===== config.mk =====
export PLATFORM = sky130hd
export DESIGN_NAME = presettable_counter
export DESIGN_NICKNAME = d
export VERILOG_FILES = /design/src/rtl/pcnt_pkg.sv /design/src/rtl/pcnt_mode_dec.sv /design/src/rtl/pcnt_next.sv /design/src/rtl/pcnt_reg.sv /design/src/rtl/pcnt_term.sv /design/src/rtl/presettable_counter.sv
export SDC_FILE = /design/constraint.sdc
export NUM_CORES = 1
export LEC_CHECK = 0
export ABC_AREA = 1
export CAP_MARGIN = 10
export CORE_AREA = 2 2 39 41
export DETAILED_ROUTE_END_ITERATION = 10
export DIE_AREA = 0 0 41 43
export PLACE_DENSITY_LB_ADDON = 0.1
export RECOVER_POWER = 100
export SYNTH_ARGS = -nofsm -noshare
export SYNTH_HDL_FRONTEND = slang
export SYNTH_SLANG_ARGS = --single-unit

===== constraint.sdc =====
create_clock -name clk -period 1.9 [get_ports clk]
set_input_delay 0.285 -clock clk [delete_from_list [all_inputs] [get_ports clk]]
set_output_delay 0.285 -clock clk [all_outputs]
set_load 0.01 [all_outputs]

===== src/rtl/pcnt_pkg.sv =====
package pcnt_pkg;
  typedef enum logic [1:0] {M_HOLD, M_COUNT, M_LOAD, M_CLEAR} mode_e;

  // Fixed precedence: clear, then preset, then count, then hold.
  function automatic mode_e pick_mode(input logic clr_n, input logic load_n,
                                      input logic en_p, input logic en_t);
    if (!clr_n)             return M_CLEAR;
    else if (!load_n)       return M_LOAD;
    else if (en_p && en_t)  return M_COUNT;
    else                    return M_HOLD;
  endfunction
endpackage


===== src/rtl/pcnt_mode_dec.sv =====
module pcnt_mode_dec
  import pcnt_pkg::*;
(
  input  logic  clr_n,
  input  logic  load_n,
  input  logic  en_p,
  input  logic  en_t,
  output mode_e mode
);
  always_comb mode = pick_mode(clr_n, load_n, en_p, en_t);
endmodule


===== src/rtl/pcnt_next.sv =====
module pcnt_next
  import pcnt_pkg::*;
#(
  parameter int WIDTH = 4
) (
  input  mode_e             mode,
  input  logic [WIDTH-1:0]  cur,
  input  logic [WIDTH-1:0]  din,
  output logic [WIDTH-1:0]  nxt
);
  localparam logic [WIDTH-1:0] ONE = WIDTH'(1);

  // Modulo 2**WIDTH step: the carry out of the top bit is dropped.
  function automatic logic [WIDTH-1:0] step(input logic [WIDTH-1:0] v);
    return v + ONE;
  endfunction

  always_comb begin
    unique case (mode)
      M_CLEAR: nxt = '0;
      M_LOAD:  nxt = din;
      M_COUNT: nxt = step(cur);
      default: nxt = cur;
    endcase
  end
endmodule


===== src/rtl/pcnt_reg.sv =====
module pcnt_reg #(
  parameter int WIDTH     = 4,
  parameter bit ASYNC_CLR = 1'b1
) (
  input  logic              clk,
  input  logic              clr_n,
  input  logic [WIDTH-1:0]  nxt,
  output logic [WIDTH-1:0]  q
);
  generate
    if (ASYNC_CLR) begin : g_async
      always_ff @(posedge clk or negedge clr_n) begin
        if (!clr_n) q <= '0;
        else        q <= nxt;
      end
    end else begin : g_sync
      // In this form the clear reaches the register through nxt.
      always_ff @(posedge clk) q <= nxt;
    end
  endgenerate
endmodule


===== src/rtl/pcnt_term.sv =====
module pcnt_term #(
  parameter int WIDTH = 4
) (
  input  logic [WIDTH-1:0] q,
  input  logic             en_t,
  output logic             tc
);
  function automatic logic at_top(input logic [WIDTH-1:0] v);
    return &v;
  endfunction

  assign tc = at_top(q) & en_t;
endmodule


===== src/rtl/presettable_counter.sv =====
module presettable_counter
  import pcnt_pkg::*;
#(
  parameter int WIDTH     = 4,
  parameter bit ASYNC_CLR = 1'b1
) (
  input  logic             clk,
  input  logic             clr_n,
  input  logic             load_n,
  input  logic             en_p,
  input  logic             en_t,
  input  logic [WIDTH-1:0] din,
  output logic [WIDTH-1:0] q,
  output logic             tc
);
  localparam logic [WIDTH-1:0] TOP = {WIDTH{1'b1}};
  localparam logic [WIDTH-1:0] ONE = WIDTH'(1);

  mode_e            mode;
  logic [WIDTH-1:0] nxt;

  // Named events for the checks below.
  logic do_clear, do_load, do_count, do_hold;
  assign do_clear = (mode == M_CLEAR);
  assign do_load  = (mode == M_LOAD);
  assign do_count = (mode == M_COUNT);
  assign do_hold  = (mode == M_HOLD);

  pcnt_mode_dec u_dec (
    .clr_n(clr_n), .load_n(load_n), .en_p(en_p), .en_t(en_t), .mode(mode)
  );

  pcnt_next #(.WIDTH(WIDTH)) u_next (
    .mode(mode), .cur(q), .din(din), .nxt(nxt)
  );

  pcnt_reg #(.WIDTH(WIDTH), .ASYNC_CLR(ASYNC_CLR)) u_reg (
    .clk(clk), .clr_n(clr_n), .nxt(nxt), .q(q)
  );

  pcnt_term #(.WIDTH(WIDTH)) u_term (
    .q(q), .en_t(en_t), .tc(tc)
  );

  // ---------------- assertions ----------------
  // State is undefined until the first clear or load has been clocked in.
  logic armed = 1'b0;
  always_ff @(posedge clk) if (do_clear || do_load) armed <= 1'b1;

  logic [WIDTH-1:0] q_plus;
  assign q_plus = q + ONE;


  count_step_chk: assert property (@(posedge clk) disable iff (!armed || !clr_n)
    do_count |=> q == $past(q_plus));


  wrap_zero_chk: assert property (@(posedge clk) disable iff (!armed || !clr_n)
    (do_count && q == TOP) |=> q == '0);


  load_take_chk: assert property (@(posedge clk) disable iff (!armed || !clr_n)
    do_load |=> q == $past(din));


  hold_keep_chk: assert property (@(posedge clk) disable iff (!armed || !clr_n)
    do_hold |=> $stable(q));


  tc_match_chk: assert property (@(posedge clk) disable iff (!armed)
    tc == ((q == TOP) && en_t));

  generate
    if (ASYNC_CLR) begin : g_async_chk

      async_zero_chk: assert property (@(posedge clk) disable iff (!armed)
        !clr_n |-> q == '0);
    end else begin : g_sync_chk

      sync_zero_chk: assert property (@(posedge clk) disable iff (!armed)
        do_clear |=> q == '0);
    end
  endgenerate
endmodule


-- Word level (Yosys, flattened, before mapping)
Cells that the tools add are included.
- bits in registers: 4
- logic and storage cells: 13
- bits of input ports: 9
- eq/ne operators: 3
- reduce and logical (&&, ||, !) cells: 3
- muxes and demuxes: 4
- $add $sub $neg: 1
- bitwise logic cells: 1
- operator list (cell ; number):
    4-bit case mux with 3 select lines ; 1
    4-bit by 1-bit adder with 4-bit output (second input constant) ; 1
    2-bit equality test (second input constant) ; 2
    2-bit two-way mux ; 2
    4-bit AND reduction ; 1
    3-bit nonzero test ; 1
    2-bit by 1-bit equality test with 1-bit output (second input constant) ; 1
    1-bit AND ; 1
    1-bit logical AND ; 1
    1-bit two-way mux ; 1

-- Longest topological paths before layout
- depth after elaboration: 6
- depth in mapped cells: 6
- gate-level depth less buffers: 6

-- Modules after synthesis
From an unflattened synthesis, not the netlist that was laid out.
- cells, all modules: 39
- area total of the unflattened synthesis: 265.3 um^2
- modules (own cells, without submodules) (module ; cells an instance ; area each (um^2) ; seq. area each (um^2) ; instances):
    pcnt_next ; 29 ; 140.1 ; 0.0 ; 1
    pcnt_reg ; 4 ; 100.1 ; 100.1 ; 1
    pcnt_mode_dec ; 3 ; 12.5 ; 0.0 ; 1
    pcnt_term ; 3 ; 12.5 ; 0.0 ; 1

-- Worst setup path before layout
Ideal clock, no wire load.
- kind: reg-to-output
- start point: reg u_reg.q[0]
- end point: out tc
- buffers on the path: 0
- path slack: 754 ps
- stages on the path, launching flop included: 4
- arrival: 861 ps
- path through: dfrtp_1 -> ha_1 -> nand2_1 -> nor2_1
- word-level cells in the longest chain between the ends: 2
- ends and longest elaborated chain (element ; line ; source):
    start, declared ; pcnt_reg.sv:8 ; output logic [WIDTH-1:0] q
    start signal, assigned ; pcnt_reg.sv:14 ; else q <= nxt;
    4-bit AND reduction ; pcnt_term.sv:9 ; return &v;
    1-bit AND ; pcnt_term.sv:12 ; assign tc = at_top(q) & en_t;
    end, declared ; presettable_counter.sv:14 ; output logic tc
Every way passes these cells.

-- Final worst setup path
- start point: reg u_reg.q[1]
- end point: out tc
Same word-level chain as after synthesis.

==> run metrics <==
status=completed; Vias=295; most frequent cells in the layout=nand3_1 (12), nand2_1 (10), clkdlybuf4s50_1 (8); Clock Latency Late Sink=0.23 ns; setup TNS=0 ns; via-per-instance ratio=4.155; DRC violations left=0; Initial Util=18.63%; Biggest register=u_reg.q; Crit Path Category=reg -> out; Die Width=41 microns; fraction of layout cells with a size suffix above 1=12.73%; total of max-cap violations=0; crit-path cells=ha_1 > nand2_1 > nor2_1 > clkdlybuf4s50_1; post-route clock period utilization=94.40%; Top delay family on crit path=buffers and inverters; relative slew slack=73.95%; FP Rows=14; Longest Clk Path Bufs=2; worst reg2reg path endpoint=u_reg.q[2]; PD cells=574.1 mW/mm^2; Worst Tran Pin Value=0.3908 ns; most common cell after layout, fill and taps aside=nand3_1; synthesized area=257.7 sq um; first-pass GRT wire length=1.055 mm; worst min-delay path class=in -> async; root buf cell=clkbuf_4; register-to-register setup slack=0.80 ns; number of port buffers=13; Worst R2R Start=u_reg.q[0]; gpl congestion=0.6766; largest net degree at the start of global routing=9; yosys synthesis warning count=0; WL per Instance=9.521 microns; Mapped Avg Cell Area=6.966 sq um; post-detail-place hpwl=520.2 microns; final total power=0.2536 mW; DIE HEIGHT=43 microns; slowest cell on the critical path=clkdlybuf4s50_1; Fin Clk Skew=0.004507 ns; top cells by area, synth=dfrtp_1 (39%), nand3_1 (23%), nand2_1 (15%); H-tree levels=1; reg2reg path depth=4; Initial DRT Pass Iterations=4; antenna viol nets, final=0; biggest regs=u_reg.q x4; RSZ-0062 raised after global routing=false; Die Area=0.001763 sq mm; Post-layout nets=67; initial antenna violation count=0; CP Data Arrival Time=1.51 ns; Synth top area share=38.83%; synth-to-layout area growth=71.36%; Final setup viols=0; endpoint class of the critical path=output port; CP Depth=4; Critical Path Source=u_reg.q[1]; gr ovfl total=0; minimum clock period=1.794 ns; WL final=676 microns; clock-pin slew on the worst setup and hold paths=0.04 ns; crit path buf inv count=1; Largest register FFs=4; ant diodes=0; Fin. Hold Viols=0; fmax=557.5 MHz; Post-Syn Instances=37; # IOs=14; required time worst endpoint=1.62 ns; Slew Viols, Final=0; crit-path max FO=5; Iter 0 DRT Violations=4; Worst Setup EP=tc; post-synthesis sequential area ratio=38.83%; TritonCTS buffer count=3; crit start category=register; cell taking the most area after synthesis=dfrtp_1; vias in the first global route=255; clock sink total=4; Core Area=0.001384 sq mm; CTS tree=built; post-synthesis net count=47; Worst VDD drop=307.4 uV; #FFs+latches synth=4; total track usage=9.768%; Yosys cell types=11; max incr delay on CP=0.53 ns; Leakage=0.2159 nW
cell type report:
class,count,area [sq um]
fillers,154,942.2
repair buffers,15,141.4
multi-input cells,28,138.9
flip-flops and latches,4,100.1
clock buffers,3,22.52
well taps,16,20.02
inverters,5,18.77
logic make-up (layout without fill, tap and decap cells):
logic type | Yosys count | after routing | synth area share [%]
simple gates | 27 | 27 | 49.04
buf+inv | 5 | 23 | 7.278
flops | 4 | 4 | 38.84
fa+ha+maj | 1 | 1 | 4.854
repair_timing:
| item | in CTS | in global routing |
|---|---|---|
| gates resized for setup | 0 | 0 |
| setup endpoints to repair | 0 | 1 |
| hold buffers | 0 | 0 |
| endpoints found under the hold margin | 0 | 0 |
| setup buffers | 0 | 1 |
where the power goes:
group / switching [mW] / internal, mW / total, mW
Sequential: 0.00642 / 0.0910 / 0.0975
Clock: 0.0332 / 0.0706 / 0.104
Combinational: 0.0221 / 0.0302 / 0.0523
Total: 0.0617 / 0.192 / 0.254
worst min path at each step:
stage,slack (ns),startpoint,end,cells past startpoint
6_report,0.56,clr_n,u_reg.q[3],2
4_1_cts,0.40,clr_n,u_reg.q[3],2
5_1_grt,0.58,clr_n,u_reg.q[3],2
3_5_place_dp,0.56,u_reg.q[1],u_reg.q[1],2
2_1_floorplan,-0.01,clr_n,u_reg.q[0],0
3_3_place_gp,0.56,u_reg.q[1],u_reg.q[1],2
cells in the mapped netlist:
cell type / n
nand2_1: 10
nor2_1: 1
or2_1: 1
nor2_2: 1
dfrtp_1: 4
inv_2: 1
inv_1: 4
nand4_1: 1
nand3_1: 12
ha_1: 1
nand2_2: 1
per-stage QoR:
| stage | cells | cell area, sq um | worst slack, ns | hold WS (ns) | util, % |
|---|---|---|---|---|---|
| 2_1_floorplan | 37 | 257.7 | 0.7542 | -0.01059 | - |
| 3_3_place_gp | 67 | 415.4 | 0.1885 | 0.5633 | 30.02 |
| 3_5_place_dp | 67 | 415.4 | 0.1870 | 0.5613 | 30.02 |
| 4_1_cts | 70 | 437.9 | 0.04600 | 0.4047 | 31.65 |
| 5_1_grt | 71 | 441.7 | 0.01649 | 0.5848 | 31.92 |
| 6_report | 71 | 441.7 | 0.1063 | 0.5571 | 31.92 |
per-layer routing:
metal  up-vias  wire length (microns)  part of all wire (%)  GRT usage, %
met5         -                      0                     0             0
met4         0                     10                   1.5         10.00
met3         2                     56                   8.3         3.141
met2        10                    283                    42         10.00
met1       124                    326                    48         14.29
li1        159                      -                     -             -
(Power assumes the default switching activity.)
